$ cat src/rtl/usec_timebase.sv
module usec_timebase #(
  parameter int CNT_W   = 32,
  parameter int FIELD_W = 8,
  parameter int ADDR_W  = 8,
  parameter int DATA_W  = 32,
  parameter int CNT_OFS = 'h10,
  parameter int CFG_OFS = 'h14,
  parameter int CFG_RST = 'h000B
) (
  input  logic              clk,
  input  logic              rst_n,
  input  logic              bus_wr,
  input  logic [ADDR_W-1:0] bus_addr,
  input  logic [DATA_W-1:0] bus_wdata,
  output logic [DATA_W-1:0] bus_rdata,
  output logic              usec_tick
);
  localparam int CFG_W = 2 * FIELD_W;
  localparam int ACC_W = FIELD_W + 2;

  logic [CFG_W-1:0] cfg_q;
  logic [ACC_W-1:0] acc_q;
  logic [CNT_W-1:0] cnt_q;
  logic             tick_q;

  logic [ACC_W-1:0] step, modulus, sum, acc_nxt;
  logic [CNT_W-1:0] cnt_inc;
  logic             fire, cfg_wr;

  assign cfg_wr  = bus_wr && (bus_addr == ADDR_W'(CFG_OFS));
  assign step    = {2'b00, cfg_q[CFG_W-1:FIELD_W]} + ACC_W'(1);
  assign modulus = {2'b00, cfg_q[FIELD_W-1:0]} + ACC_W'(1);
  assign sum     = acc_q + step;
  assign fire    = sum >= modulus;
  assign acc_nxt = !fire ? sum : (step > modulus) ? '0 : sum - modulus;
  assign cnt_inc = cnt_q + CNT_W'(1);

  always_ff @(posedge clk) begin
    if (!rst_n) begin
      cfg_q  <= CFG_W'(CFG_RST);
      acc_q  <= '0;
      cnt_q  <= '0;
      tick_q <= 1'b0;
    end else if (cfg_wr) begin
      cfg_q  <= bus_wdata[CFG_W-1:0];
      acc_q  <= '0;
      tick_q <= 1'b0;
    end else begin
      acc_q  <= acc_nxt;
      tick_q <= fire;
      if (fire) cnt_q <= cnt_inc;
    end
  end

  assign usec_tick = tick_q;

  always_comb begin
    if (bus_addr == ADDR_W'(CNT_OFS))      bus_rdata = DATA_W'(cnt_q);
    else if (bus_addr == ADDR_W'(CFG_OFS)) bus_rdata = DATA_W'(cfg_q);
    else                                   bus_rdata = '0;
  end


  cnt_moves_only_on_tick_chk: assert property (@(posedge clk) disable iff (!rst_n)
    (cnt_q != $past(cnt_q)) |-> usec_tick);


  cnt_step_chk: assert property (@(posedge clk) disable iff (!rst_n)
    usec_tick |-> cnt_q == $past(cnt_inc));


  cfg_restart_chk: assert property (@(posedge clk) disable iff (!rst_n)
    cfg_wr |=> (!usec_tick && $stable(cnt_q)));


  acc_bound_chk: assert property (@(posedge clk) disable iff (!rst_n)
    acc_q < modulus);


  fast_ratio_chk: assert property (@(posedge clk) disable iff (!rst_n)
    (step > modulus && !cfg_wr) |=> usec_tick);
endmodule

$ cat config.mk
export PLATFORM = sky130hd
export DESIGN_NAME = usec_timebase
export DESIGN_NICKNAME = d
export VERILOG_FILES = /design/src/rtl/usec_timebase.sv
export SDC_FILE = /design/constraint.sdc
export NUM_CORES = 1
export LEC_CHECK = 0
export BUFFER_PORTS_ARGS = -buffer_cell sky130_fd_sc_hd__buf_4
export CAP_MARGIN = 20
export CORE_UTILIZATION = 45
export CTS_CLUSTER_DIAMETER = 120
export CTS_CLUSTER_SIZE = 10
export DETAILED_ROUTE_END_ITERATION = 10
export GPL_ROUTABILITY_DRIVEN = 1
export GPL_TIMING_DRIVEN = 0
export PLACE_DENSITY = 0.67
export SYNTH_ARGS = -nofsm -noshare
export SYNTH_HDL_FRONTEND = slang
export SYNTH_SLANG_ARGS = --single-unit
$ cat constraint.sdc
create_clock -name clk -period 9.3 [get_ports clk]
set_input_delay 1.395 -clock clk [delete_from_list [all_inputs] [get_ports clk]]
set_output_delay 1.395 -clock clk [all_outputs]
set_load 0.02 [all_outputs]
# [Word-level counts from Yosys, hierarchy flattened]
# Cells that the tools add are included.
[totals] register_bits=59 in_bits=43 wordCells=22
[classes] addsub=5 magnitude_cmp=2 n_eq_ne=2 mux=4 n_bitwise=2 reduce_logical=3
[ops] cell="32-bit by 1-bit adder with 32-bit output (second input constant)" count=1
[ops] cell="32-bit two-way mux" count=1
[ops] cell="10-bit two-way mux" count=2
[ops] cell="8-bit by 1-bit adder with 9-bit output (second input constant)" count=2
[ops] cell="8-bit by 5-bit equality test with 1-bit output (second input constant)" count=2
[ops] cell="16-bit two-way mux" count=1
[ops] cell="10-bit by 9-bit adder with 10-bit output" count=1
[ops] cell="10-bit by 9-bit greater-or-equal comparator with 1-bit output" count=1
[ops] cell="10-bit by 9-bit subtractor with 10-bit output" count=1
[ops] cell="9-bit greater-than comparator" count=1
[ops] cell="1-bit inverter" count=2
[ops] cell="2-bit AND reduction" count=1
[ops] cell="2-bit OR reduction" count=1
[ops] cell="1-bit logical AND" count=1

# [Logic depth before layout (Yosys ltp)]
[logic_depth] ltp_word=5 depth_mapped=19

# [Worst setup path before layout]
# OpenSTA, ideal clock, no wires.
[synth_timing] kind="input port to output port" from="input port bus_addr[2]" to="output port bus_rdata[10]" t_arrival_ns=2.680 setup_slack_ns=5.225 path_stages=4 cell_sequence="clkbuf_1 > buf_1 > mux2i_1 > nor2_1"
[synth_via] elab_chain_len=3 elab_cells_between_ends=4 cone_classes="eq/ne (2); mux (2)"
[synth_lines] item="from (decl)" line_no="13" rtl="input logic [ADDR_W-1:0] bus_addr,"
[synth_lines] item="8-bit by 5-bit equality test with 1-bit output" line_no="59" rtl="else if (bus_addr == ADDR_W'(CFG_OFS)) bus_rdata = DATA_W'(cfg_q);"
[synth_lines] item="16-bit two-way mux" line_no="59"
[synth_lines] item="32-bit two-way mux *" line_no="58" rtl="if (bus_addr == ADDR_W'(CNT_OFS)) bus_rdata = DATA_W'(cnt_q);"
[synth_lines] item="to (decl)" line_no="15" rtl="output logic [DATA_W-1:0] bus_rdata,"
# Mark *: on every way between the ends. The rest lies on a longest branch, timed or not.

# [Worst setup path after layout]
[layout_timing] from="register cfg_q[8]" to="register cnt_q[17]"
[layout_via] elab_chain_len=4
[layout_lines] item="from (decl)" line_no="21" rtl="logic [CFG_W-1:0] cfg_q;"
[layout_lines] item="from (signal assigned)" line_no="40" rtl="cfg_q <= CFG_W'(CFG_RST);"
[layout_lines] item="from (signal assigned)" line_no="45" rtl="cfg_q <= bus_wdata[CFG_W-1:0];"
[layout_lines] item="8-bit by 1-bit adder with 9-bit output" line_no="31" rtl="assign step = {2'b00, cfg_q[CFG_W-1:FIELD_W]} + ACC_W'(1);"
[layout_lines] item="10-bit by 9-bit adder with 10-bit output" line_no="33" rtl="assign sum = acc_q + step;"
[layout_lines] item="10-bit by 9-bit greater-or-equal comparator with 1-bit output" line_no="34" rtl="assign fire = sum >= modulus;"
[layout_lines] item="2-bit AND reduction (no line)"
[layout_lines] item="to (signal assigned)" line_no="51" rtl="if (fire) cnt_q <= cnt_inc;"
[layout_lines] item="to (decl)" line_no="23" rtl="logic [CNT_W-1:0] cnt_q;"
# Every way passes these cells.
# A chain may end at the register's enable or synchronous reset.

==> flow_metrics.tcl <==
set metrics [dict create \
    critical_path_class "reg2reg" \
    syn_inst 523 \
    multiInputGateArea_sq_um 2860 \
    max_freq_mhz 202.1 \
    ys_async_sr_fraction_pct 0 \
    n_antenna_cell 0 \
    drtIter0Drc 198 \
    io_pins 76 \
    instances_no_fill 705 \
    stdcell_area_sq_um 4980 \
    cts_sinks 59 \
    post_cts_buffers 0 \
    synth_seq_area_share_pct 27.99 \
    drive_gt1_share_pct 16.92 \
    clock_path_buffers 2 \
    rsz0062_at_grt "no" \
    status "finished, final reports clean" \
    ir_drop_mv 0.09295 \
    critPathLaunchType "flip-flop" \
    synth_top_area_share_pct 27.99 \
    finalMaxSlewViolations 0 \
    p_per_area_nw_per_um2 191.5 \
    globalRouteTotalUtil_pct 25.69 \
    p_total_uw 953.9 \
    routedWlPerCell_um 17.16 \
    grt_pass1_wl_mm 19.71 \
    tightest_slew_ns 0.6456 \
    synth_edf_count 0 \
    grt_max_degree 11 \
    final.setup_skew_ns 0.007884 \
    worstHoldPathCells 2 \
    dp_slack_ns 4.418 \
    final-seq-area_sq_um 1181 \
    die-area_sq_um 9769 \
    layout.nets 670 \
    drc 0 \
    leakage_nw 1.961 \
    detailed_place_hpwl_mm 9.074 \
    fin_crit_ns 4.948 \
    place_area_sq_um 4798 \
    postSynthAreaPerCell_sq_um 8.069 \
    synth_cell_types 58 \
    required_ns 9.57 \
    die_h_um 98.84 \
    crit_path_max_fanout 10 \
    worst_hold_slack_ns 0.4894 \
    io_buffers 59 \
    ant_nets 0 \
    timing.final.crit_share_pct 53.20 \
    setup-violations-final 0 \
    yosysWarnings 0 \
    hp-class "reg2reg" \
    postCtsHoldBufs 0 \
    nFillCells 870 \
    synthTopCellsByArea "dfxtp_1 28%, ha_1 9.5%, a21oi_1 7.4%" \
    cts_buffers 9 \
    grt_pass1_vias 3984 \
    cap_violations 0 \
    clkTransAtPathRegs_ns 0.07 \
    via_count 4081 \
    first_pass_iters 4 \
    worstPathArrival_ns 5.22 \
    core_sq_um 8891 \
    final_util_pct 56.01 \
    fin_ws_ns 4.352 \
    start_util_pct 47.47 \
    row_count 34 \
    clk-insertion-delay-late_ns 0.34 \
    ctsHtreeMaxLevel 3 \
    yosysTopAreaCell "dfxtp_1" \
    gp_congestion 0.8413 \
    syn_to_final_growth_pct 18.00 \
    vias_per_cell 5.789 \
    antenna_found_initial 0 \
    reg2reg_depth 19 \
    dp.cells 690 \
    ys_seq_elements 59 \
    slew_headroom_pct 56.96 \
    synth_flop_cell "dfxtp_1" \
    finalSetupTns_ns 0 \
    end_kind "flip-flop" \
    cts_root_buf "clkbuf_8" \
    wl_mm 12.10 \
    die-width_um 98.84 \
    synth_nets 600 \
    hold_violations 0 \
    grt-ovfl-total 0 \
    cts_tree "done" \
    synth_area_sq_um 4220 \
    post_cts_resized 0 \
]
## layer usage
metal / track usage [%] / routed length, um / vias to the layer above
met2: 43.89 / 5825 / 103
li1: - / - / 2038
met5: 0 / 0 / -
met4: 8.266 / 133 / 0
met3: 4.255 / 491 / 14
met1: 32.93 / 5649 / 1926
## where the power goes
part           switching [mW]  internal (mW)  leakage (nW)  total, mW
Clock                   0.107          0.120        0.0946      0.228
Sequential             0.0141          0.277         0.478      0.291
Combinational           0.262          0.173          1.39      0.435
Total                   0.384          0.570          1.96      0.954
## cell type report
type	count	share of cell area, %
clock inverters	6	1.156
inverters	14	1.055
multi-input cells	423	57.44
well taps	108	2.714
repair buffers	59	8.894
flip-flops and latches	59	23.72
clock buffers	9	2.487
plain buffers	27	2.538
## layout by cell type (no fill, tap or decap), types with 2 or more instances in the layout
master | netlist | final
nand2_1 | 66 | 66
a21oi_1 | 62 | 62
buf_4 | 3 | 62
dfxtp_1 | 59 | 59
nor2_1 | 38 | 38
ha_1 | 32 | 32
o31ai_1 | 23 | 23
or4_1 | 23 | 23
mux2i_1 | 20 | 20
nand3_1 | 19 | 19
and2_1 | 18 | 18
xnor2_1 | 16 | 16
clkbuf_1 | 15 | 15
inv_1 | 14 | 14
xor2_1 | 10 | 10
clkbuf_8 | 0 | 9
nand3b_1 | 8 | 8
nand4_1 | 7 | 7
o21ai_0 | 7 | 7
o21a_1 | 6 | 6
nor3_1 | 5 | 5
and3_1 | 5 | 5
nor2b_1 | 4 | 4
o41ai_1 | 4 | 4
and4_1 | 4 | 4
a21o_1 | 4 | 4
nand2b_1 | 4 | 4
clkinv_2 | 0 | 4
o31a_1 | 3 | 3
or2_2 | 3 | 3
buf_2 | 3 | 3
clkbuf_2 | 3 | 3
nor4b_1 | 2 | 2
buf_1 | 2 | 2
a211oi_1 | 2 | 2
o21bai_1 | 2 | 2
nor3_4 | 2 | 2
or4b_1 | 2 | 2
fa_1 | 2 | 2
## worst max-delay path, stage by stage, from the launching register on
cell and delay [ns]:
dfxtp_1 0.53, ha_1 0.25, nand3_1 0.12, nor2_1 0.19, xor2_1 0.34, ha_1 0.33, and2_1 0.21, a221oi_2 0.26
a21boi_0 0.25, xnor2_1 0.18, ha_1 0.34, a21oi_1 0.16, o21ai_0 0.10, o21bai_1 0.19, a21o_1 0.23, nor3_4 0.20
buf_2 0.29, clkbuf_1 0.40, o31ai_1 0.15, a21oi_1 0.14
## cells in the mapped netlist (all sizes together), types with 2 or more instances
cell	count
o21a	6
a211oi	2
nor3	8
or3	2
o21ai	7
nor2b	4
mux2i	20
buf	8
and4	5
or4b	2
or2	3
o41ai	4
inv	14
o21bai	2
nand4	9
xor2	10
a21o	4
nand2b	4
nand3	20
nand3b	8
and2	19
dfxtp	59
nor2	38
xnor2	16
and3	6
o31a	3
fa	2
clkbuf	18
nor4b	2
nand2	66
ha	32
or4	23
a21oi	63
o31ai	23
## cells by family (layout without fill, tap and decap cells)
kind of cell	after synthesis	after routing	share of synthesized area [%]
xor gates and xnor gates	26	26	5.396
and+or+nand+nor	223	223	29.35
DFF	59	59	27.99
muxes	20	20	4.744
adders and majority gates	34	34	10.44
buffers and inverters	41	115	4.239
AOI/OAI and AO/OA	120	120	17.85
## final timing paths
kind / end / startpoint / slack (ns)
max reg2reg: cnt_q[17] / cfg_q[8] / 4.35
min: cnt_q[10] / cnt_q[10] / 0.49
min reg2reg: cnt_q[10] / cnt_q[10] / 0.49
max: cnt_q[17] / cfg_q[8] / 4.35
## sequential cells by signal (all words and copies together), names as in the netlist
name / flops
acc_q: 10
cfg_q: 16
cnt_q: 32
usec_tick: 1
No activity file was read; power rests on OpenSTA's default activity.
